### src/rtl/spi_port_pkg.sv
// Shared constants for the dual-role serial port: register addresses and
// bit positions inside the control and status words.
package spi_port_pkg;

    typedef enum logic [2:0] {
        ADDR_CTRL = 3'd0,
        ADDR_STAT = 3'd1,
        ADDR_DIV  = 3'd2,
        ADDR_TX   = 3'd3,
        ADDR_RX   = 3'd4
    } spi_addr_e;

    localparam int CTL_EN   = 0;
    localparam int CTL_MST  = 1;
    localparam int CTL_CPOL = 2;
    localparam int CTL_CPHA = 3;
    localparam int CTL_W    = 4;

    localparam int ST_TXE = 0;
    localparam int ST_RXV = 1;
    localparam int ST_OVF = 2;

endpackage

### src/rtl/spi_sync.sv
// Two-flop synchroniser with edge detection, one lane per bit.
// Assumes each input level is held for at least two system clocks.
module spi_sync #(
    parameter int W = 2
) (
    input  logic         clk,
    input  logic         rst_n,
    input  logic [W-1:0] d,
    input  logic [W-1:0] rst_val,
    output logic [W-1:0] lvl,
    output logic [W-1:0] rise,
    output logic [W-1:0] fall
);
    for (genvar g = 0; g < W; g++) begin : g_lane
        logic s1, s2, s3;
        // Metastability chain plus one history flop for the edge detector.
        always_ff @(posedge clk) begin
            if (!rst_n) begin
                s1 <= rst_val[g];
                s2 <= rst_val[g];
                s3 <= rst_val[g];
            end else begin
                s1 <= d[g];
                s2 <= s1;
                s3 <= s2;
            end
        end
        assign lvl[g]  = s2;
        assign rise[g] = s2 & ~s3;
        assign fall[g] = ~s2 & s3;
    end
endmodule

### src/rtl/spi_clkgen.sv
// Master serial clock generator. While run is high it fires one edge every
// (div + 1) system clocks and toggles the phase; it flags the last of EDGES
// edges. Phase 0 is the idle level; the edge leaving it is a leading edge.
module spi_clkgen #(
    parameter int DIV_W = 8,
    parameter int EDGES = 16
) (
    input  logic             clk,
    input  logic             rst_n,
    input  logic             run,
    input  logic [DIV_W-1:0] div,
    output logic             edge_o,
    output logic             lead_o,
    output logic             last_o,
    output logic             phase_o
);
    localparam int EW = $clog2(EDGES);

    logic [DIV_W-1:0] cnt;
    logic [EW-1:0]    nedge;
    logic             ph;

    // Half-period counter, edge counter and phase toggle.
    always_ff @(posedge clk) begin
        if (!rst_n || !run) begin
            cnt   <= '0;
            nedge <= '0;
            ph    <= 1'b0;
        end else if (cnt == div) begin
            cnt   <= '0;
            nedge <= (nedge == EW'(EDGES - 1)) ? '0 : nedge + 1'b1;
            ph    <= ~ph;
        end else begin
            cnt <= cnt + 1'b1;
        end
    end

    assign edge_o  = run && (cnt == div);
    assign lead_o  = ~ph;
    assign last_o  = edge_o && (nedge == EW'(EDGES - 1));
    assign phase_o = ph;
endmodule

### src/rtl/spi_shift.sv
// Byte shift engine shared by both roles. Transmit data leaves from the MSB.
// Receive bits enter at the LSB on sample strobes. A launch shifts the
// transmit register only if a sample came before it, so the first launch
// in phase-1 mode keeps the MSB on the line. done pulses on the W-th sample,
// and rx_byte is valid in that same cycle.
module spi_shift #(
    parameter int W = 8
) (
    input  logic         clk,
    input  logic         rst_n,
    input  logic         load,
    input  logic [W-1:0] load_val,
    input  logic         clear,
    input  logic         sample,
    input  logic         launch,
    input  logic         sdi,
    output logic         sdo,
    output logic         done,
    output logic [W-1:0] rx_byte
);
    localparam int CW = $clog2(W);

    logic [W-1:0]  txsh, rxsh;
    logic [CW-1:0] bitn;
    logic          pend;

    // Load, abandon, or shift on the strobes from the active role.
    always_ff @(posedge clk) begin
        if (!rst_n) begin
            txsh <= '0;
            rxsh <= '0;
            bitn <= '0;
            pend <= 1'b0;
        end else if (load) begin
            txsh <= load_val;
            bitn <= '0;
            pend <= 1'b0;
        end else if (clear) begin
            bitn <= '0;
            pend <= 1'b0;
        end else begin
            if (sample) begin
                rxsh <= {rxsh[W-2:0], sdi};
                pend <= 1'b1;
                bitn <= (bitn == CW'(W - 1)) ? '0 : bitn + 1'b1;
            end
            if (launch && pend) begin
                txsh <= {txsh[W-2:0], 1'b0};
                pend <= 1'b0;
            end
        end
    end

    assign sdo     = txsh[W-1];
    assign done    = sample && !clear && (bitn == CW'(W - 1));
    assign rx_byte = {rxsh[W-2:0], sdi};
endmodule

### src/rtl/spi_port.sv
// Dual-role serial port top. Holds the registers and picks the strobe
// source for the shared shift engine: the internal clock generator in master
// mode, or the synchronised external SCLK and select in slave mode. Assumes
// slave SCLK half-periods of at least four system clocks.
module spi_port
    import spi_port_pkg::*;
#(
    parameter int DATA_W   = 8,
    parameter int DIV_W    = 8,
    parameter int CDIV_W   = 3,
    parameter int CDIV_MAX = 1,
    parameter int REG_W    = 16
) (
    input  logic              clk,
    input  logic              rst_n,
    input  logic [CDIV_W-1:0] core_div,
    input  logic              reg_wr,
    input  logic              reg_rd,
    input  logic [2:0]        reg_addr,
    input  logic [REG_W-1:0]  reg_wdata,
    output logic [REG_W-1:0]  reg_rdata,
    input  logic              sclk_i,
    output logic              sclk_o,
    output logic              sclk_oe,
    input  logic              ss_n_i,
    input  logic              mosi_i,
    output logic              mosi_o,
    output logic              mosi_oe,
    input  logic              miso_i,
    output logic              miso_o,
    output logic              miso_oe
);
    localparam int EDGES = 2 * DATA_W;

    logic [CTL_W-1:0]  ctrl_q;
    logic [DIV_W-1:0]  div_q;
    logic [DATA_W-1:0] txbuf, rx_q, rx_byte;
    logic tx_empty, rx_valid, rx_ovf, busy;
    logic active, m_act, s_act, cpol, cpha;
    logic wr_tx, rd_rx, m_start, s_start, s_sel;
    logic ck_edge, ck_lead, ck_last, ck_ph;
    logic [1:0] sy_lvl, sy_rise, sy_fall;
    logic s_lead, s_trail, sample, launch, load, clear, sdi, sdo, sh_done;

    assign cpol   = ctrl_q[CTL_CPOL];
    assign cpha   = ctrl_q[CTL_CPHA];
    assign active = ctrl_q[CTL_EN] && (core_div <= CDIV_W'(CDIV_MAX));
    assign m_act  = active && ctrl_q[CTL_MST];
    assign s_act  = active && !ctrl_q[CTL_MST];
    assign wr_tx  = reg_wr && (reg_addr == ADDR_TX);
    assign rd_rx  = reg_rd && (reg_addr == ADDR_RX);

    spi_sync #(.W(2)) u_sync (
        .clk(clk), .rst_n(rst_n), .d({ss_n_i, sclk_i}), .rst_val(2'b10),
        .lvl(sy_lvl), .rise(sy_rise), .fall(sy_fall)
    );

    spi_clkgen #(.DIV_W(DIV_W), .EDGES(EDGES)) u_clk (
        .clk(clk), .rst_n(rst_n), .run(busy), .div(div_q),
        .edge_o(ck_edge), .lead_o(ck_lead), .last_o(ck_last), .phase_o(ck_ph)
    );

    assign s_sel   = s_act && !sy_lvl[1];
    assign s_start = s_act && sy_fall[1];
    assign s_lead  = cpol ? sy_fall[0] : sy_rise[0];
    assign s_trail = cpol ? sy_rise[0] : sy_fall[0];
    assign m_start = m_act && !busy && !tx_empty && !wr_tx;

    // Strobe selection: phase 0 samples on leading edges, phase 1 on trailing.
    always_comb begin
        if (m_act) begin
            sample = ck_edge && (ck_lead != cpha);
            launch = ck_edge && (ck_lead == cpha);
            clear  = !busy;
            sdi    = miso_i;
        end else begin
            sample = s_sel && (cpha ? s_trail : s_lead);
            launch = s_sel && (cpha ? s_lead : s_trail);
            clear  = !s_sel;
            sdi    = mosi_i;
        end
    end

    assign load = m_start || s_start || (s_sel && sh_done);

    spi_shift #(.W(DATA_W)) u_shift (
        .clk(clk), .rst_n(rst_n), .load(load), .load_val(txbuf),
        .clear(clear), .sample(sample), .launch(launch), .sdi(sdi),
        .sdo(sdo), .done(sh_done), .rx_byte(rx_byte)
    );

    // Control and divider register writes.
    always_ff @(posedge clk) begin
        if (!rst_n) begin
            ctrl_q <= '0;
            div_q  <= '0;
        end else if (reg_wr && reg_addr == ADDR_CTRL) begin
            ctrl_q <= reg_wdata[CTL_W-1:0];
        end else if (reg_wr && reg_addr == ADDR_DIV) begin
            div_q <= reg_wdata[DIV_W-1:0];
        end
    end

    // Transmit buffer and its empty flag; a software write takes priority.
    always_ff @(posedge clk) begin
        if (!rst_n) begin
            txbuf    <= '0;
            tx_empty <= 1'b1;
        end else if (wr_tx) begin
            txbuf    <= reg_wdata[DATA_W-1:0];
            tx_empty <= 1'b0;
        end else if (load) begin
            tx_empty <= 1'b1;
        end
    end

    // Master transfer-in-progress flag.
    always_ff @(posedge clk) begin
        if (!rst_n || !m_act) busy <= 1'b0;
        else if (m_start)     busy <= 1'b1;
        else if (ck_last)     busy <= 1'b0;
    end

    // Receive register, valid and overflow flags.
    always_ff @(posedge clk) begin
        if (!rst_n) begin
            rx_q     <= '0;
            rx_valid <= 1'b0;
            rx_ovf   <= 1'b0;
        end else if (sh_done) begin
            rx_q     <= rx_byte;
            rx_valid <= 1'b1;
            rx_ovf   <= (rx_ovf || rx_valid) && !rd_rx;
        end else if (rd_rx) begin
            rx_valid <= 1'b0;
            rx_ovf   <= 1'b0;
        end
    end

    // Read-data multiplexer.
    always_comb begin
        reg_rdata = '0;
        case (reg_addr)
            ADDR_CTRL: reg_rdata = {{(REG_W-CTL_W){1'b0}}, ctrl_q};
            ADDR_STAT: reg_rdata = {{(REG_W-3){1'b0}}, rx_ovf, rx_valid, tx_empty};
            ADDR_DIV:  reg_rdata = {{(REG_W-DIV_W){1'b0}}, div_q};
            ADDR_RX:   reg_rdata = {{(REG_W-DATA_W){1'b0}}, rx_q};
            default:   reg_rdata = '0;
        endcase
    end

    assign sclk_o  = cpol ^ ck_ph;
    assign sclk_oe = m_act;
    assign mosi_o  = sdo;
    assign mosi_oe = m_act;
    assign miso_o  = sdo;
    assign miso_oe = s_sel;
endmodule

### config.mk
export PLATFORM = sky130hd
export DESIGN_NAME = spi_port
export DESIGN_NICKNAME = d
export VERILOG_FILES = /design/src/rtl/spi_port_pkg.sv /design/src/rtl/spi_sync.sv /design/src/rtl/spi_clkgen.sv /design/src/rtl/spi_shift.sv /design/src/rtl/spi_port.sv
export SDC_FILE = /design/constraint.sdc
export NUM_CORES = 1
export LEC_CHECK = 0
export BUFFER_PORTS_ARGS = -buffer_cell sky130_fd_sc_hd__buf_2
export CORE_UTILIZATION = 45
export CTS_BUF_LIST = sky130_fd_sc_hd__clkbuf_8 sky130_fd_sc_hd__clkbuf_16
export CTS_CLUSTER_SIZE = 12
export DETAILED_ROUTE_END_ITERATION = 12
export PLACE_DENSITY = 0.8
export SYNTH_ARGS = -nofsm -noshare
export SYNTH_HDL_FRONTEND = slang
export SYNTH_SLANG_ARGS = --single-unit
### constraint.sdc
create_clock -name clk -period 1.8 [get_ports clk]
set_input_delay 0 -clock clk [delete_from_list [all_inputs] [get_ports clk]]
set_output_delay 0 -clock clk [all_outputs]
set_load 0.1 [all_outputs]
### After elaboration in Yosys (flattened, before gate mapping)

Cells that the tools add are included.

| word-level totals | value |
|---|---|
| bits of input ports | 30 |
| bits in registers | 70 |
| word-level logic and storage cells | 117 |
| output and inout port bits | 22 |

| operators by class | value |
|---|---|
| add/sub/neg operators | 3 |
| magnitude comparators | 1 |
| reduce and logical (&&, ||, !) cells | 49 |
| bitwise gates (word level) | 12 |
| muxes and demuxes | 21 |
| equality and inequality tests | 10 |

Operator list:

| operator | count |
|---|---|
| 8-bit one-hot mux with 4 select lines | 1 |
| 8-bit 2-to-1 mux | 3 |
| 1-bit logical AND | 23 |
| 1-bit 2-to-1 mux | 15 |
| 1-bit zero test | 10 |
| 8-bit by 1-bit adder with 8-bit output (second input constant) | 1 |
| 8-bit == test | 1 |
| 1-bit inverter | 8 |
| 2-bit nonzero test | 4 |
| 3-bit by 2-bit == test with 1-bit output (second input constant) | 2 |
| 3-bit == test (second input constant) | 2 |
| 1-bit logical OR | 5 |
| 4-bit by 1-bit adder with 4-bit output (second input constant) | 1 |
| 4-bit == test (second input constant) | 1 |
| 4-bit 2-to-1 mux | 1 |
| 2-bit AND reduction | 2 |
| 4-bit OR reduction | 1 |
| 3-bit by 1-bit adder with 3-bit output (second input constant) | 1 |
| 1-bit AND | 3 |
| 3-bit by 1-bit == test with 1-bit output (second input constant) | 1 |
| 3-bit by 1-bit less-or-equal comparator with 1-bit output (second input constant) | 1 |
| 3-bit zero test | 1 |
| 3-bit 2-to-1 mux | 1 |
| 3-bit AND reduction | 1 |
| 6 further kinds | 6 |

### Longest topological paths before layout

| logic depth | value |
|---|---|
| depth after elaboration | 13 |
| mapped depth | 9 |
| gate-level depth less buffers | 7 |

### Modules after synthesis

Synthesis repeated with hierarchy kept, for this count alone.

| unflattened totals | value |
|---|---|
| cell total of the unflattened synthesis | 368 |
| area total of the unflattened synthesis | 3468.3 µm² |

Modules (own cells, without submodules):

| module | area an instance (µm²) | cells an instance | sequential area each (µm²) | times used |
|---|---|---|---|---|
| spi_port | 1696.6 | 185 | 640.6 | 1 |
| spi_shift | 804.5 | 88 | 380.4 | 1 |
| spi_clkgen | 705.7 | 76 | 260.2 | 1 |
| spi_sync | 261.5 | 19 | 120.1 | 1 |

### Worst setup path after synthesis

No wires, ideal clock.

| timing | value |
|---|---|
| kind | input port to output port |
| from | input port reg_addr[0] |
| to | output port reg_rdata[0] |
| setup slack | -1.108 ns |
| data arrival time | 2.908 ns |
| stages on the path | 6 |
| data required time | 1.800 ns |
| cells stage by stage | clkbuf_1 -> clkbuf_1 -> mux2i_1 -> nor2_1 -> a21oi_1 -> o21ai_0 |

| on the way | value |
|---|---|
| longest elaborated chain between the ends | 2 |
| elaborated cells on any way between the ends | 5 |

Ends and longest elaborated chain:

| item | line | text |
|---|---|---|
| start, declared | spi_port.sv:19 | `input logic [2:0] reg_addr,` |
| 3-bit == test (tied with other cells) | spi_port.sv:143 | `case (reg_addr)` |
| 8-bit one-hot mux with 4 select lines (*) | spi_port.sv:143 |  |
| end, declared | spi_port.sv:21 | `output logic [REG_W-1:0] reg_rdata,` |

Mark *: on every way between the ends. The rest lies on a longest branch, timed or not.

### Final worst setup path

| timing | value |
|---|---|
| from | register ctrl_q[0] |
| to | register u_shift.txsh[1] |

| on the way | value |
|---|---|
| longest elaborated chain between the ends | 12 |
| elaborated cells on any way between the ends | 25 |

Ends and longest elaborated chain:

| item | line | text |
|---|---|---|
| start, declared | spi_port.sv:35 | `logic [CTL_W-1:0] ctrl_q;` |
| start signal, assigned | spi_port.sv:98 | `ctrl_q <= reg_wdata[CTL_W-1:0];` |
| 1-bit logical AND (*) | spi_port.sv:47 | `assign active = ctrl_q[CTL_EN] && (core_div <= CDIV_W'(CDIV_MAX));` |
| 1-bit logical AND | spi_port.sv:49 | `assign s_act = active && !ctrl_q[CTL_MST];` |
| 1-bit logical AND | spi_port.sv:63 | `assign s_sel = s_act && !sy_lvl[1];` |
| 1-bit zero test | spi_port.sv:79 | `clear = !s_sel;` |
| 1-bit 2-to-1 mux | spi_port.sv:71 | `if (m_act) begin` |
| 1-bit zero test | spi_shift.sv:55 | `assign done = sample && !clear && (bitn == CW'(W - 1));` |
| 1-bit logical AND (2 in series) | spi_shift.sv:55 |  |
| 1-bit logical AND | spi_port.sv:84 | `assign load = m_start \|\| s_start \|\| (s_sel && sh_done);` |
| 1-bit logical OR | spi_port.sv:84 |  |
| 2-bit != test (no source line) or 2-bit nonzero test (tied branches) | n/a |  |
| 2-bit AND reduction (no source line) | n/a |  |
| end signal, assigned | spi_shift.sv:35 | `txsh <= load_val;` |
| end signal, assigned | spi_shift.sv:48 | `txsh <= {txsh[W-2:0], 1'b0};` |
| end, declared | spi_shift.sv:23 | `logic [W-1:0] txsh, rxsh;` |

Marks and branches as above.
A chain may end at the register's enable or synchronous reset.

==> flow_metrics.env <==
export IMPL_status="complete, no violations"
export IMPL_placed_area_um2=3613
export IMPL_power_frac_seq_pct=50.2
export IMPL_syn_inst=341
export IMPL_setup_ws_ns=0.06422
export IMPL_synth_compound_area_share_pct=10.35
export IMPL_synth_distinct_cells=48
export IMPL_place_congestion=0.7636
export IMPL_synth_seq_cells=70
export IMPL_synthMuxAreaShare_pct=14.20
export IMPL_path_cells="or3b_4 -> nor2_4 -> and2_4 -> buf_4 -> a41oi_2 -> mux2i_1 -> o2bb2ai_1"
export IMPL_crit_slowest_cell="or3b_4"
export IMPL_worst_path_buf_inv=1
export IMPL_cell_internal_pwr_w=0.002299
export IMPL_drt_iter0_drc=96
export IMPL_worst_slew_pin_slew_ns=0.6130
export IMPL_power_per_cell_area_nw_per_um2=780.9
export IMPL_critPathKind="register to register"
export IMPL_cp_arrival_ns=1.99
export IMPL_yosys_area_share_adder_pct=1.540
export IMPL_p_clk_share_pct=40.5
export IMPL_swShare_pct=26.64
export IMPL_fin_util_pct=58.43
export IMPL_final_hold_viol_count=0
export IMPL_ys_seq_area_share_pct=43.11
export IMPL_coreArea_um2=6869
export IMPL_clkSinkCount=70
export IMPL_required_ns=2.05
export IMPL_hpwl_um=4913
export IMPL_synthArstFlopShare_pct=0
export IMPL_finalCriticalPeriod_ns=1.736
export IMPL_synthSimpleGateAreaFrac_pct=20.55
export IMPL_row_count=30
export IMPL_track_usage_pct=19.49
export IMPL_postLayoutCellArea_um2=4014
export IMPL_dr_pass1_iters=4
export IMPL_synth_edf_count=0
export IMPL_diodes=0
export IMPL_synth_top_family_by_area="simple AND/OR/NAND/NOR gates"
export IMPL_overflow=0
export IMPL_path_clk_slew_ns=0.08
export IMPL_cts_buffer_depth=2
export IMPL_ant_nets=0
export IMPL_dieArea_um2=7567
export IMPL_vias=2540
export IMPL_final_nets=438
export IMPL_p_sw_w=0.0008350
export IMPL_drive_above_1_share_pct=26.41
export IMPL_drc=0
export IMPL_drv_cap=0
export IMPL_clock_latency_ns=0.35
export IMPL_finalMaxSlewViolations=0
export IMPL_min_period_over_period_pct=96.43
export IMPL_critPathTopFamily="simple AND/OR/NAND/NOR gates"
export IMPL_syn_area_um2=3251
export IMPL_htree_levels=3
export IMPL_drt_wl_total_um=6963
export IMPL_routed_via_density=5.030
export IMPL_clock_skew_ns=0.006664
export IMPL_die_w_um=86.99
export IMPL_preCtsSetupSlack_ns=-0.01893
export IMPL_holdWs_ns=0.07581
export IMPL_grt_pass1_vias=2398
export IMPL_start_util_pct=47.32
export IMPL_cts_tree="done"
export IMPL_grt_pass1_wl_um=11220
export IMPL_clock_fmax_mhz=576.1
export IMPL_antenna_found_initial=0
export IMPL_cts_buffers=9
export IMPL_syn_to_final_growth_pct=23.48
export IMPL_fin_setup_tns_ns=0
export IMPL_setup_violations=0
export IMPL_synth_xor_area_share_pct=5.350
export IMPL_ios=52
export IMPL_peakVddDrop_mv=0.5994
export IMPL_wl_per_cell_um=13.79
export IMPL_cts_root_buf="clkbuf_8"
export IMPL_avgSynthCellArea_um2=9.533
export IMPL_comb_power_share_pct=9.3
export IMPL_slew_limit_headroom_pct=59.03
export IMPL_start_kind="register"
export IMPL_hp_class="input pin to register"
export IMPL_numPortBuffers=34
export IMPL_max_stage_delay_ns=0.41
export IMPL_yosysWarnings=0
export IMPL_synth_main_ff_cell="dfxtp_1"
export IMPL_path_max_fanout=4
export IMPL_grt_max_degree=43
export IMPL_endpoint_kind="register"
export IMPL_die_h_um=86.99
export IMPL_p_leak_nw=1.670
kinds of logic (layout without fill, tap and decap cells):
group	count (synthesis)	after routing
XOR/XNOR	19	19
buffers and inverters	28	88
AO/OA/AOI/OAI	44	45
other	1	8
AND/OR/NAND/NOR	129	129
flip-flops	70	70
multiplexers	46	46
adder cells (fa/ha/maj)	4	4
cells in the mapped netlist, types with 2 or more instances:
| master | instances | share of area, % |
|---|---|---|
| nand4_1 | 3 | 0.58 |
| inv_1 | 3 | 0.35 |
| and3_1 | 2 | 0.38 |
| buf_4 | 13 | 3.0 |
| nor2b_1 | 16 | 3.1 |
| nand2_1 | 47 | 5.4 |
| nand3_1 | 4 | 0.62 |
| nand3_2 | 2 | 0.62 |
| a21boi_0 | 11 | 2.5 |
| or2_2 | 2 | 0.38 |
| a31oi_1 | 2 | 0.38 |
| nor2_1 | 30 | 3.5 |
| a22oi_1 | 4 | 0.92 |
| mux2i_1 | 45 | 14 |
| ha_1 | 4 | 1.5 |
| nor2_2 | 2 | 0.38 |
| xor2_1 | 6 | 1.6 |
| o21ai_0 | 8 | 1.2 |
| a21oi_1 | 7 | 1.1 |
| o2bb2ai_1 | 7 | 1.9 |
| dfxtp_1 | 70 | 43 |
| xnor2_1 | 12 | 3.2 |
| nand2b_1 | 5 | 0.96 |
| and2_1 | 3 | 0.58 |
| clkbuf_1 | 10 | 1.2 |
worst paths after layout:
path | from | endpoint | slack, ns | cells after the start
setup / recovery | ctrl_q[0] | u_shift.txsh[1] | 0.06 | 7
hold reg to reg | u_sync.g_lane[1].s1 | u_sync.g_lane[1].s2 | 0.43 | 1
setup reg to reg | ctrl_q[0] | u_shift.txsh[1] | 0.06 | 7
hold / removal | mosi_i | u_shift.rxsh[0] | 0.08 | 4
power groups by stage:
| stage | Combinational [W] | Clock [W] | Sequential [W] |
|---|---|---|---|
| finish | 0.000291 | 0.00127 | 0.00157 |
| global route | 0.000310 | 0.00135 | 0.00158 |
| CTS | 0.000284 | 0.00129 | 0.00157 |
| detailed placement | 0.000261 | 0 | 0.00161 |
| global placement | 0.000258 | 0 | 0.00161 |
| floorplan | 0.000207 | 0 | 0.00161 |
worst register-to-register path: stages, from the launching register on:
cell	delay, ns
dfxtp_2	0.34
or3b_4	0.41
nor2_4	0.10
and2_4	0.16
buf_4	0.12
a41oi_2	0.21
mux2i_1	0.23
o2bb2ai_1	0.07
stage by stage:
stage / std cells / power (W)
finish: 505 / 0.003134
global route: 505 / 0.003234
CTS: 501 / 0.003148
detailed placement: 472 / 0.001870
global placement: 472 / 0.001866
floorplan: 348 / 0.001814
metal layers:
layer  part of all wire [%]  wire (um)  track usage, %  up-vias
met1                     44       3080           23.96     1204
li1                       -          -               -     1265
met2                     49       3433           32.50       55
met4                    2.2        153           10.91        0
met3                    4.2        295           3.128       16
met5                      0          0               0        -
placed cells by master (no fill, tap or decap), drive strengths merged, types with 2 or more instances in the layout:
cell | synthesis | layout
and3 | 3 | 3
nand2 | 48 | 48
nor2b | 16 | 16
a22oi | 4 | 4
and2 | 5 | 5
a31oi | 2 | 2
ha | 4 | 4
inv | 4 | 5
buf | 14 | 54
mux2i | 45 | 45
a21boi | 11 | 11
a21oi | 8 | 8
dfxtp | 70 | 70
dlygate4sd3 | 0 | 12
or3 | 2 | 2
o2bb2ai | 7 | 7
a41oi | 1 | 2
o21ai | 8 | 8
or2 | 2 | 2
nand4 | 3 | 3
xnor2 | 12 | 12
clkbuf | 10 | 11
nor2 | 33 | 33
nand2b | 6 | 6
clkinv | 0 | 3
conb | 1 | 8
xor2 | 7 | 7
nand3 | 7 | 7
clkinvlp | 0 | 2
area by class of cell:
type / instances / area (um^2)
fill: 584 / 2855
clock inverter: 7 / 72.57
tap: 96 / 120.1
inverter: 4 / 15.01
clock buffer: 9 / 123.9
multi-input combinational: 251 / 1793
timing repair buffer: 68 / 483.0
sequential: 70 / 1406
state kept, by name, indices dropped and copies added (netlist names):
| register | cells |
|---|---|
| busy | 1 |
| u_clk.nedge | 4 |
| u_shift.txsh | 8 |
| u_clk.phase_o | 1 |
| u_shift.bitn | 3 |
| u_shift.rxsh | 7 |
| ctrl_q | 4 |
| u_shift.pend | 1 |
| txbuf | 8 |
| rx_q | 8 |
| u_sync.g_lane.s3 | 2 |
| tx_empty | 1 |
| rx_ovf | 1 |
| u_clk.cnt | 8 |
| div_q | 8 |
| rx_valid | 1 |
| u_sync.g_lane.s1 | 2 |
| u_sync.g_lane.s2 | 2 |
repair_timing:
| item | in CTS | in global routing |
|---|---|---|
| hold buffers | 12 | 0 |
| pin swaps | 0 | 5 |
| setup endpoints to repair | 8 | 21 |
| resized for setup | 2 | 12 |
| setup buffers | 1 | 3 |
| gates cloned | 0 | 1 |
| hold endpoints to repair | 24 | 0 |
Power figures use the tool's default switching activity.
